[src/rtl/pwm10_pkg.sv]
package pwm10_pkg;
  localparam int TMR_W  = 8;
  localparam int FINE_W = 2;
  localparam int DIV_W  = 6;

  localparam logic [1:0] MODE_RUN = 2'b11;

  localparam logic [2:0] A_PERIOD = 3'd0;
  localparam logic [2:0] A_DUTYHI = 3'd1;
  localparam logic [2:0] A_CTRL   = 3'd2;
  localparam logic [2:0] A_SHADOW = 3'd3;
  localparam logic [2:0] A_PIN    = 3'd4;

  typedef struct packed {
    logic       spare;
    logic       float_pin;
    logic [1:0] duty_lo;
    logic [1:0] psel;
    logic [1:0] mode;
  } ctrl_t;

  // terminal count of the clock divider for a prescale select code
  function automatic logic [DIV_W-1:0] pre_limit(input logic [1:0] sel);
    logic [DIV_W-1:0] v;
    case (sel)
      2'd0:    v = DIV_W'(0);
      2'd1:    v = DIV_W'(3);
      2'd2:    v = DIV_W'(15);
      default: v = DIV_W'(63);
    endcase
    return v;
  endfunction
endpackage

[src/rtl/pwm10_regs.sv]
module pwm10_regs
  import pwm10_pkg::*;
#(
  parameter int PW = TMR_W,
  parameter int FW = FINE_W,
  localparam int TBW = PW + FW
) (
  input  logic           clk,
  input  logic           rst_n,
  input  logic           wr_en,
  input  logic [2:0]     addr,
  input  logic [7:0]     wdata,
  output logic [7:0]     rdata,
  input  logic [PW-1:0]  shadow_hi,
  input  logic           pin_in,
  output logic [PW-1:0]  period,
  output logic [TBW-1:0] duty_pend,
  output logic           run,
  output logic [1:0]     psel,
  output logic           float_pin
);
  logic [PW-1:0] period_q;
  logic [PW-1:0] dutyhi_q;
  ctrl_t         ctrl_q;
  logic [1:0]    pin_sync_q;

  always_ff @(posedge clk or negedge rst_n) begin
    if (!rst_n) begin
      period_q <= '0;
      dutyhi_q <= '0;
      ctrl_q   <= '0;
    end else if (wr_en) begin
      case (addr)
        A_PERIOD: period_q <= wdata[PW-1:0];
        A_DUTYHI: dutyhi_q <= wdata[PW-1:0];
        A_CTRL:   ctrl_q   <= ctrl_t'(wdata);
        default:  ;
      endcase
    end
  end

  always_ff @(posedge clk or negedge rst_n) begin
    if (!rst_n) pin_sync_q <= '0;
    else        pin_sync_q <= {pin_sync_q[0], pin_in};
  end

  always_comb begin
    case (addr)
      A_PERIOD: rdata = 8'(period_q);
      A_DUTYHI: rdata = 8'(dutyhi_q);
      A_CTRL:   rdata = ctrl_q;
      A_SHADOW: rdata = 8'(shadow_hi);
      A_PIN:    rdata = {7'd0, pin_sync_q[1]};
      default:  rdata = '0;
    endcase
  end

  assign period    = period_q;
  assign duty_pend = {dutyhi_q, ctrl_q.duty_lo[FW-1:0]};
  assign run       = (ctrl_q.mode == MODE_RUN);
  assign psel      = ctrl_q.psel;
  assign float_pin = ctrl_q.float_pin;
endmodule

[src/rtl/pwm10_timebase.sv]
module pwm10_timebase
  import pwm10_pkg::*;
#(
  parameter int PW = TMR_W,
  parameter int FW = FINE_W,
  localparam int TBW = PW + FW
) (
  input  logic           clk,
  input  logic           rst_n,
  input  logic           run,
  input  logic [PW-1:0]  period,
  input  logic [1:0]     psel,
  output logic           step,
  output logic           restart,
  output logic [TBW-1:0] tb_nxt
);
  logic [DIV_W-1:0] div_q;
  logic [TBW-1:0]   tb_q;
  logic [TBW-1:0]   tb_top;

  assign tb_top  = {period, {FW{1'b1}}};
  assign step    = run && (div_q >= pre_limit(psel));
  // a period shortened below the running timer ends at the natural wrap
  assign restart = step && ((tb_q == tb_top) || (&tb_q));
  assign tb_nxt  = restart ? '0 : tb_q + 1'b1;

  always_ff @(posedge clk or negedge rst_n) begin
    if (!rst_n) begin
      div_q <= '0;
      tb_q  <= '0;
    end else if (!run) begin
      div_q <= '0;
      tb_q  <= '0;
    end else if (step) begin
      div_q <= '0;
      tb_q  <= tb_nxt;
    end else begin
      div_q <= div_q + 1'b1;
    end
  end
endmodule

[src/rtl/pwm10_out.sv]
module pwm10_out #(
  parameter int TBW = 10
) (
  input  logic           clk,
  input  logic           rst_n,
  input  logic           run,
  input  logic           step,
  input  logic           restart,
  input  logic [TBW-1:0] tb_nxt,
  input  logic [TBW-1:0] duty_pend,
  output logic [TBW-1:0] shadow,
  output logic           level
);
  always_ff @(posedge clk or negedge rst_n) begin
    if (!rst_n) begin
      shadow <= '0;
      level  <= 1'b0;
    end else if (!run) begin
      level  <= 1'b0;
    end else if (restart) begin
      shadow <= duty_pend;
      level  <= (duty_pend != '0);
    end else if (step && (tb_nxt == shadow)) begin
      level  <= 1'b0;
    end
  end
endmodule

[src/rtl/pwm10_gen.sv]
module pwm10_gen
  import pwm10_pkg::*;
#(
  parameter int PW = TMR_W,
  parameter int FW = FINE_W,
  localparam int TBW = PW + FW
) (
  input  logic       clk,
  input  logic       rst_n,
  input  logic       wr_en,
  input  logic [2:0] addr,
  input  logic [7:0] wdata,
  output logic [7:0] rdata,
  input  logic       pin_in,
  output logic       pwm_out,
  output logic       pwm_drive
);
  logic [PW-1:0]  period;
  logic [TBW-1:0] duty_pend;
  logic [TBW-1:0] shadow_q;
  logic [TBW-1:0] tb_nxt;
  logic [1:0]     psel;
  logic           run, float_pin, step, restart, out_q;

  pwm10_regs #(.PW(PW), .FW(FW)) u_regs (
    .clk, .rst_n, .wr_en, .addr, .wdata, .rdata,
    .shadow_hi(shadow_q[TBW-1:FW]), .pin_in,
    .period, .duty_pend, .run, .psel, .float_pin
  );

  pwm10_timebase #(.PW(PW), .FW(FW)) u_tb (
    .clk, .rst_n, .run, .period, .psel, .step, .restart, .tb_nxt
  );

  pwm10_out #(.TBW(TBW)) u_out (
    .clk, .rst_n, .run, .step, .restart, .tb_nxt, .duty_pend,
    .shadow(shadow_q), .level(out_q)
  );

  assign pwm_drive = run && !float_pin;
  assign pwm_out   = out_q && pwm_drive;
endmodule

[config.mk]
export PLATFORM = sky130hd
export DESIGN_NAME = pwm10_gen
export DESIGN_NICKNAME = d
export VERILOG_FILES = /design/src/rtl/pwm10_pkg.sv /design/src/rtl/pwm10_regs.sv /design/src/rtl/pwm10_timebase.sv /design/src/rtl/pwm10_out.sv /design/src/rtl/pwm10_gen.sv
export SDC_FILE = /design/constraint.sdc
export NUM_CORES = 1
export LEC_CHECK = 0
export BUFFER_PORTS_ARGS = -buffer_cell sky130_fd_sc_hd__buf_2
export CAP_MARGIN = 20
export CORE_MARGIN = 1.5
export CORE_UTILIZATION = 30
export CTS_CLUSTER_DIAMETER = 80
export DETAILED_ROUTE_END_ITERATION = 12
export HOLD_SLACK_MARGIN = 0.15
export SETUP_SLACK_MARGIN = 0.15
export SLEW_MARGIN = 0
export SYNTH_ARGS = -nofsm -noshare
export SYNTH_HDL_FRONTEND = slang
export SYNTH_SLANG_ARGS = --single-unit
[constraint.sdc]
create_clock -name clk -period 5.4 [get_ports clk]
set_clock_uncertainty 0.1 [all_clocks]
set_input_delay 0.27 -clock clk [delete_from_list [all_inputs] [get_ports clk]]
set_output_delay 0.27 -clock clk [all_outputs]
set_load 0.1 [all_outputs]
* Word-level counts from Yosys, hierarchy flattened
Index checks and enable logic that the tools add are counted.
Widths: inputs -> output; s select.
** Word-level totals
- Output and inout bits :: 10
- Word-level logic and storage cells :: 51
- Flip-flop bits (word level) :: 53
** Operators by class
- Reduce and logical (&&, ||, !) cells :: 15
- Magnitude comparators :: 1
- Equality and inequality tests :: 11
- Add/subtract/negate cells :: 2
- Mux-type cells :: 10
** Operator list (count)
- $pmux 8 s5 :: 1
- $mux 10 :: 3
- $eq 10x10->1 :: 2
- $pmux 6 s3 :: 1
- $mux 6 :: 2
- $add 10x1->10 const B :: 1
- $reduce_and 10->1 :: 1
- $reduce_bool 10->1 :: 1
- $reduce_and 2->1 :: 4
- $add 6x1->6 const B :: 1
- $eq 3x2->1 const B :: 2
- $ge 6x6->1 :: 1
- $logic_and 1x1->1 :: 5
- $eq 2x2->1 const B :: 2
- $eq 3x1->1 const B :: 1
- $eq 3x3->1 const B :: 1
- $logic_not 3->1 :: 1
- $mux 1 :: 3
- $ne 3x1->1 const B :: 1
- $eq 2x1->1 const B :: 1
- $logic_not 2->1 :: 1
- $ne 2x1->1 const B :: 1
- $logic_not 1->1 :: 1
- $logic_or 1x1->1 :: 1

* Logic depth before layout (Yosys ltp)
- Word-level depth :: 11
- Depth in mapped cells :: 10
- Mapped depth without buffers :: 9

* Hierarchy
A second synthesis with hierarchy kept.
** Unflattened totals
- Cells, all modules :: 273
- Area total of the unflattened synthesis :: 3079.2 um2
** Modules (own cells, without submodules)
- pwm10_regs :: area each 1276.2 um2, cells an instance 83, instances 1, seq. area each 650.6 um2
- pwm10_timebase :: area each 1236.2 um2, cells an instance 147, instances 1, seq. area each 400.4 um2
- pwm10_out :: area each 551.8 um2, cells an instance 41, instances 1, seq. area each 275.3 um2
- pwm10_gen :: area each 15.0 um2, cells an instance 2, instances 1, seq. area each 0.0 um2

* Worst setup path after synthesis
OpenSTA, ideal clock, no wires.
- Kind :: input -> output
- Start :: input addr[0]
- End :: output rdata[0]
- Stages :: 2
- Path slack :: 2.107 ns
- Data required time :: 5.030 ns
- Arrival :: 2.923 ns
- Buffers on the path :: 1
- Path through :: buf_1 o32ai_1
** On the way
- Word-level cells in the longest chain between the ends :: 2
- Elaborated cells on any way between the ends :: 6
** RTL lines
- start, declared :: RTL line pwm10_gen.sv:11 : input logic [2:0] addr,
- $eq 3x3->1, or another cell as far along :: RTL line pwm10_regs.sv:48 : case (addr)
- $pmux 8 s5 (*) :: RTL line pwm10_regs.sv:48
- end, declared :: RTL line pwm10_gen.sv:13 : output logic [7:0] rdata,
Every way passes the cells marked *; elsewhere a longest branch is shown, timed or not.

* Final worst setup path
- Start :: register u_tb.tb_q[0]
- End :: register u_out.shadow[3]
** On the way
- Word-level cells in the longest chain between the ends :: 4
- Elaborated cells on any way between the ends :: 5
** RTL lines
- start, declared :: RTL line pwm10_timebase.sv:18 : logic [TBW-1:0] tb_q;
- start signal, assigned :: RTL line pwm10_timebase.sv:36 : tb_q <= tb_nxt;
- $eq 10x10->1 or $reduce_and 10->1 (tied branches) :: RTL line pwm10_timebase.sv:24 : assign restart = step && ((tb_q == tb_top) || (&tb_q));
- $logic_or 1x1->1 (*) :: RTL line pwm10_timebase.sv:24
- $logic_and 1x1->1 (*) :: RTL line pwm10_timebase.sv:24
- $reduce_and 2->1 (no source line) (*)
- end signal, assigned :: RTL line pwm10_out.sv:21 : shadow <= duty_pend;
- end, declared :: RTL line pwm10_out.sv:11 : output logic [TBW-1:0] shadow,
Marked as above.
A chain may end at the register's enable or synchronous reset.

==> tab_implementation.tex <==
\begin{tabular}{lr}
\hline
Metric & Value \\
\hline
\multicolumn{2}{l}{\textbf{Critical path}} \\
Worst reg-to-reg path cell count & 6 \\
Critical path startpoint category & flip-flop \\
Signal arrival time at the worst endpoint & 2.88 ns \\
Sort of element at the end of the critical path & flip-flop \\
Max stage delay on crit path & 0.57 ns \\
Depth of the critical timing path with buffers and inverters included & 6 \\
Cell with the largest stage delay on the worst path & or4\_4 \\
Max Fanout on Critical Path & 11 \\
Cells along the critical path & ha\_1 -> nand3\_4 -> or4\_4 -> o31ai\_4 -> and2\_1 -> mux2\_1 \\
Worst Setup Path Type & flip-flop to flip-flop \\
Worst EP required & 5.49 ns \\
Family with the most delay on the worst path & simple AND/OR/NAND/NOR gates \\
CP bufs+invs & 0 \\
\multicolumn{2}{l}{\textbf{Clock tree}} \\
Clock edge transition at the registers on the reported setup and hold paths & 0.10 ns \\
Clock tree from TritonCTS & built \\
Clock buffer count from CTS & 5 \\
Clock latency at the later pin of the worst-skew pair & 0.31 ns \\
Buffers from clock root to sink, at most & 2 \\
Sinks on the clock net & 53 \\
Clock root buffer master & clkbuf\_8 \\
CTS H-Tree Depth & 2 \\
\multicolumn{2}{l}{\textbf{Min path}} \\
Worst hold path type & flip-flop to flip-flop \\
Instance count along the most critical hold path & 0 \\
\multicolumn{2}{l}{\textbf{Global routing}} \\
Global-route wire length before repair & 11590 um \\
Overflow after GRT & 0 \\
Vias in the first global route & 2243 \\
Largest net degree at the start of global routing & 54 \\
Initial antenna violation count & 0 \\
Overall track demand over capacity in global routing & 13.09\% \\
\multicolumn{2}{l}{\textbf{Route}} \\
Number of remaining DRC errors & 0 \\
Routed Antenna Nets & 0 \\
WL per Instance & 15.65 um \\
Number of design-rule violations left by the first detailed-router iteration & 90 \\
Via count of the routed design & 2081 \\
First-pass iteration count of the detailed router & 4 \\
Total detailed-routing wirelength & 6700 um \\
Routed via count divided by cell count & 4.862 \\
\multicolumn{2}{l}{\textbf{Placed design}} \\
Number of buffers inserted by port buffering & 24 \\
Estimated wirelength of the detail-placed design & 5029 um \\
Count of placed standard cells including taps & 411 \\
Placer congestion estimate & 0.9034 \\
\multicolumn{2}{l}{\textbf{STA}} \\
Post-route setup TNS & 0 ns \\
Min Clock Period, post-route & 2.783 ns \\
Unrepaired setup endpoints after global routing & false \\
Final setup violation count & 0 \\
Number of pins exceeding their max-slew limit in the final report & 0 \\
Worst slew pin tran & 0.7903 ns \\
Share of the cycle needed by the critical path after routing & 51.54\% \\
Worst max-slew margin expressed relative to the limit & 47.03\% \\
Final hold vios & 0 \\
Maximum clock rate & 359.3 MHz \\
\multicolumn{2}{l}{\textbf{Floorplan}} \\
Top-level I/O count & 25 \\
Die Y & 104.8 um \\
Width of the chip & 104.8 um \\
Starting density of the core & 31.35\% \\
Placeable core region & 9910 sq um \\
Rows & 36 \\
Die area & 10980 sq um \\
\multicolumn{2}{l}{\textbf{Power and ir drop}} \\
Maximum vdd drop & 0.1975 mV \\
Power density over the cells & 290.3 nW/um\^{}2 \\
P\_leak & 1.495 nW \\
Power consumption & 1.020 mW \\
\multicolumn{2}{l}{\textbf{Yosys}} \\
Part of the Yosys area used for sequential elements & 42.69\% \\
Cells taking the most area after synthesis & dfrtp\_1 (43\%), mux2\_2 (8.3\%), xnor2\_1 (6.2\%) \\
Area fraction of the dominant cell type after synthesis & 42.69\% \\
Number of nets produced by synthesis & 287 \\
Top cell types by occurrence after synthesis & dfrtp\_1 (53), mux2\_2 (23), xnor2\_1 (22), nand2\_1 (19), nor2\_1 (13) \\
Share of synthesized registers carrying an async set or reset & 100.0\% \\
Synth area leader & dfrtp\_1 \\
Post-synth EDFFs & 0 \\
Mapped cell area & 3107 sq um \\
Most frequently used flop master after synthesis & dfrtp\_1 \\
Average footprint of a synthesized cell & 11.77 sq um \\
Cell with the most instances after synthesis & dfrtp\_1 \\
Gate count after technology mapping & 264 \\
Number of distinct standard cells referenced by the synthesized netlist & 54 \\
Count of state elements after synthesis & 53 \\
YS warnings & 0 \\
\multicolumn{2}{l}{\textbf{Flow run}} \\
Max-cap viol count & 0 \\
\multicolumn{2}{l}{\textbf{Status}} \\
Result of the run & completed \\
\multicolumn{2}{l}{\textbf{Cells and area}} \\
Relative area change from synthesis to final layout & 13.09\% \\
Antenna cells & 0 \\
Final std cells w/o fill & 428 \\
Share of layout cells above drive strength 1 & 28.14\% \\
Final Net Count & 318 \\
Filler Cells Inserted & 1015 \\
\hline
\end{tabular}
[registers in the layout, indices dropped and copies added (netlist names)]
| signal | count |
|---|---|
| u_tb.div_q | 6 |
| u_regs.duty_pend | 2 |
| u_regs.period | 8 |
| u_regs.float_pin | 1 |
| u_regs.psel | 2 |
| u_tb.tb_q | 10 |
| u_regs.pin_sync_q | 2 |
| u_regs.dutyhi_q | 8 |
| u_out.level | 1 |
| u_out.shadow | 10 |
| u_regs.ctrl_q | 3 |
[kinds of logic (layout without fill, tap and decap cells)]
family                     after synthesis  after routing  share of synthesized area, %
and+or+nand+nor                         77             77                         14.26
DFF                                     53             53                         42.69
muxes                                   43             43                         18.41
AOI/OAI and AO/OA                       36             36                         9.183
xor gates and xnor gates                30             30                         8.457
buffers and inverters                   17             48                         3.785
adders and majority gates                8              8                         3.222
[layout by cell type (no fill, tap or decap), types with 7 or more instances in the layout]
| master | n |
|---|---|
| dfrtp_1 | 53 |
| buf_2 | 24 |
| mux2_2 | 23 |
| xnor2_1 | 22 |
| nand2_1 | 19 |
| nor2_1 | 13 |
| mux2_1 | 10 |
| dlygate4sd3_1 | 10 |
| o21ai_0 | 9 |
| mux4_2 | 8 |
| nand3_1 | 8 |
| xor2_1 | 8 |
| ha_1 | 8 |
| nor2b_1 | 7 |
| a21oi_1 | 7 |
[metrics by stage]
stage                     util [%]  setup WS [ns]  hold WS (ns)  area, sq um
final                        35.45          2.617        0.2625         3513
after global routing         35.45          2.499        0.2669         3513
after CTS                    35.45          2.625        0.2633         3513
after detailed placement     33.36          2.651        0.2403         3306
after global placement       33.36          2.727        0.2356         3306
after floorplan                  -          2.107       -0.1256         3107
[worst reg2reg max path: stages, from the launching register on]
cell and delay, ns:
dfrtp_1 0.45, ha_1 0.40, nand3_4 0.12, or4_4 0.57
o31ai_4 0.14, and2_1 0.52, mux2_1 0.38
[where the power goes]
group / leakage [nW] / switching (mW) / total, mW / internal [mW]
sequential: 0.688 / 0.0477 / 0.487 / 0.440
clock: 0.0546 / 0.135 / 0.272 / 0.138
combinational: 0.752 / 0.154 / 0.260 / 0.106
total: 1.49 / 0.337 / 1.02 / 0.683
[worst paths after layout]
path,end,from,slack [ns]
setup / recovery,u_out.shadow[3],u_tb.tb_q[0],2.62
hold / removal,u_regs.pin_sync_q[1],u_regs.pin_sync_q[0],0.26
setup reg to reg,u_out.shadow[3],u_tb.tb_q[0],2.62
hold reg to reg,u_regs.pin_sync_q[1],u_regs.pin_sync_q[0],0.26
max in group asynchronous,u_tb.tb_q[5],rst_n,4.24
min in group asynchronous,u_regs.period[2],rst_n,0.51
[final cells by class]
| type | count | area (sq um) | area share [%] |
|---|---|---|---|
| tap | 133 | 166.4 | 4.736 |
| timing repair buffer | 35 | 227.7 | 6.481 |
| multi-input combinational | 194 | 1663 | 47.33 |
| sequential | 53 | 1326 | 37.75 |
| clock buffer | 5 | 68.82 | 1.959 |
| clock inverter | 2 | 38.79 | 1.104 |
| inverter | 6 | 22.52 | 0.6410 |
[layer usage]
metal	up-vias	GRT usage [%]	wire [um]
li1	1011	-	-
met1	1028	18.40	3365
met2	36	21.15	3110
met3	6	1.684	146
met4	0	3.620	78
met5	-	0	0
[what timing repair did]
item / CTS / global route
resized for setup: 0 / 0
hold buffers: 10 / 0
buffers inserted: 0 / 0
hold endpoints to repair: 78 / 0
Note: power is estimated with default switching activity, not from simulation.
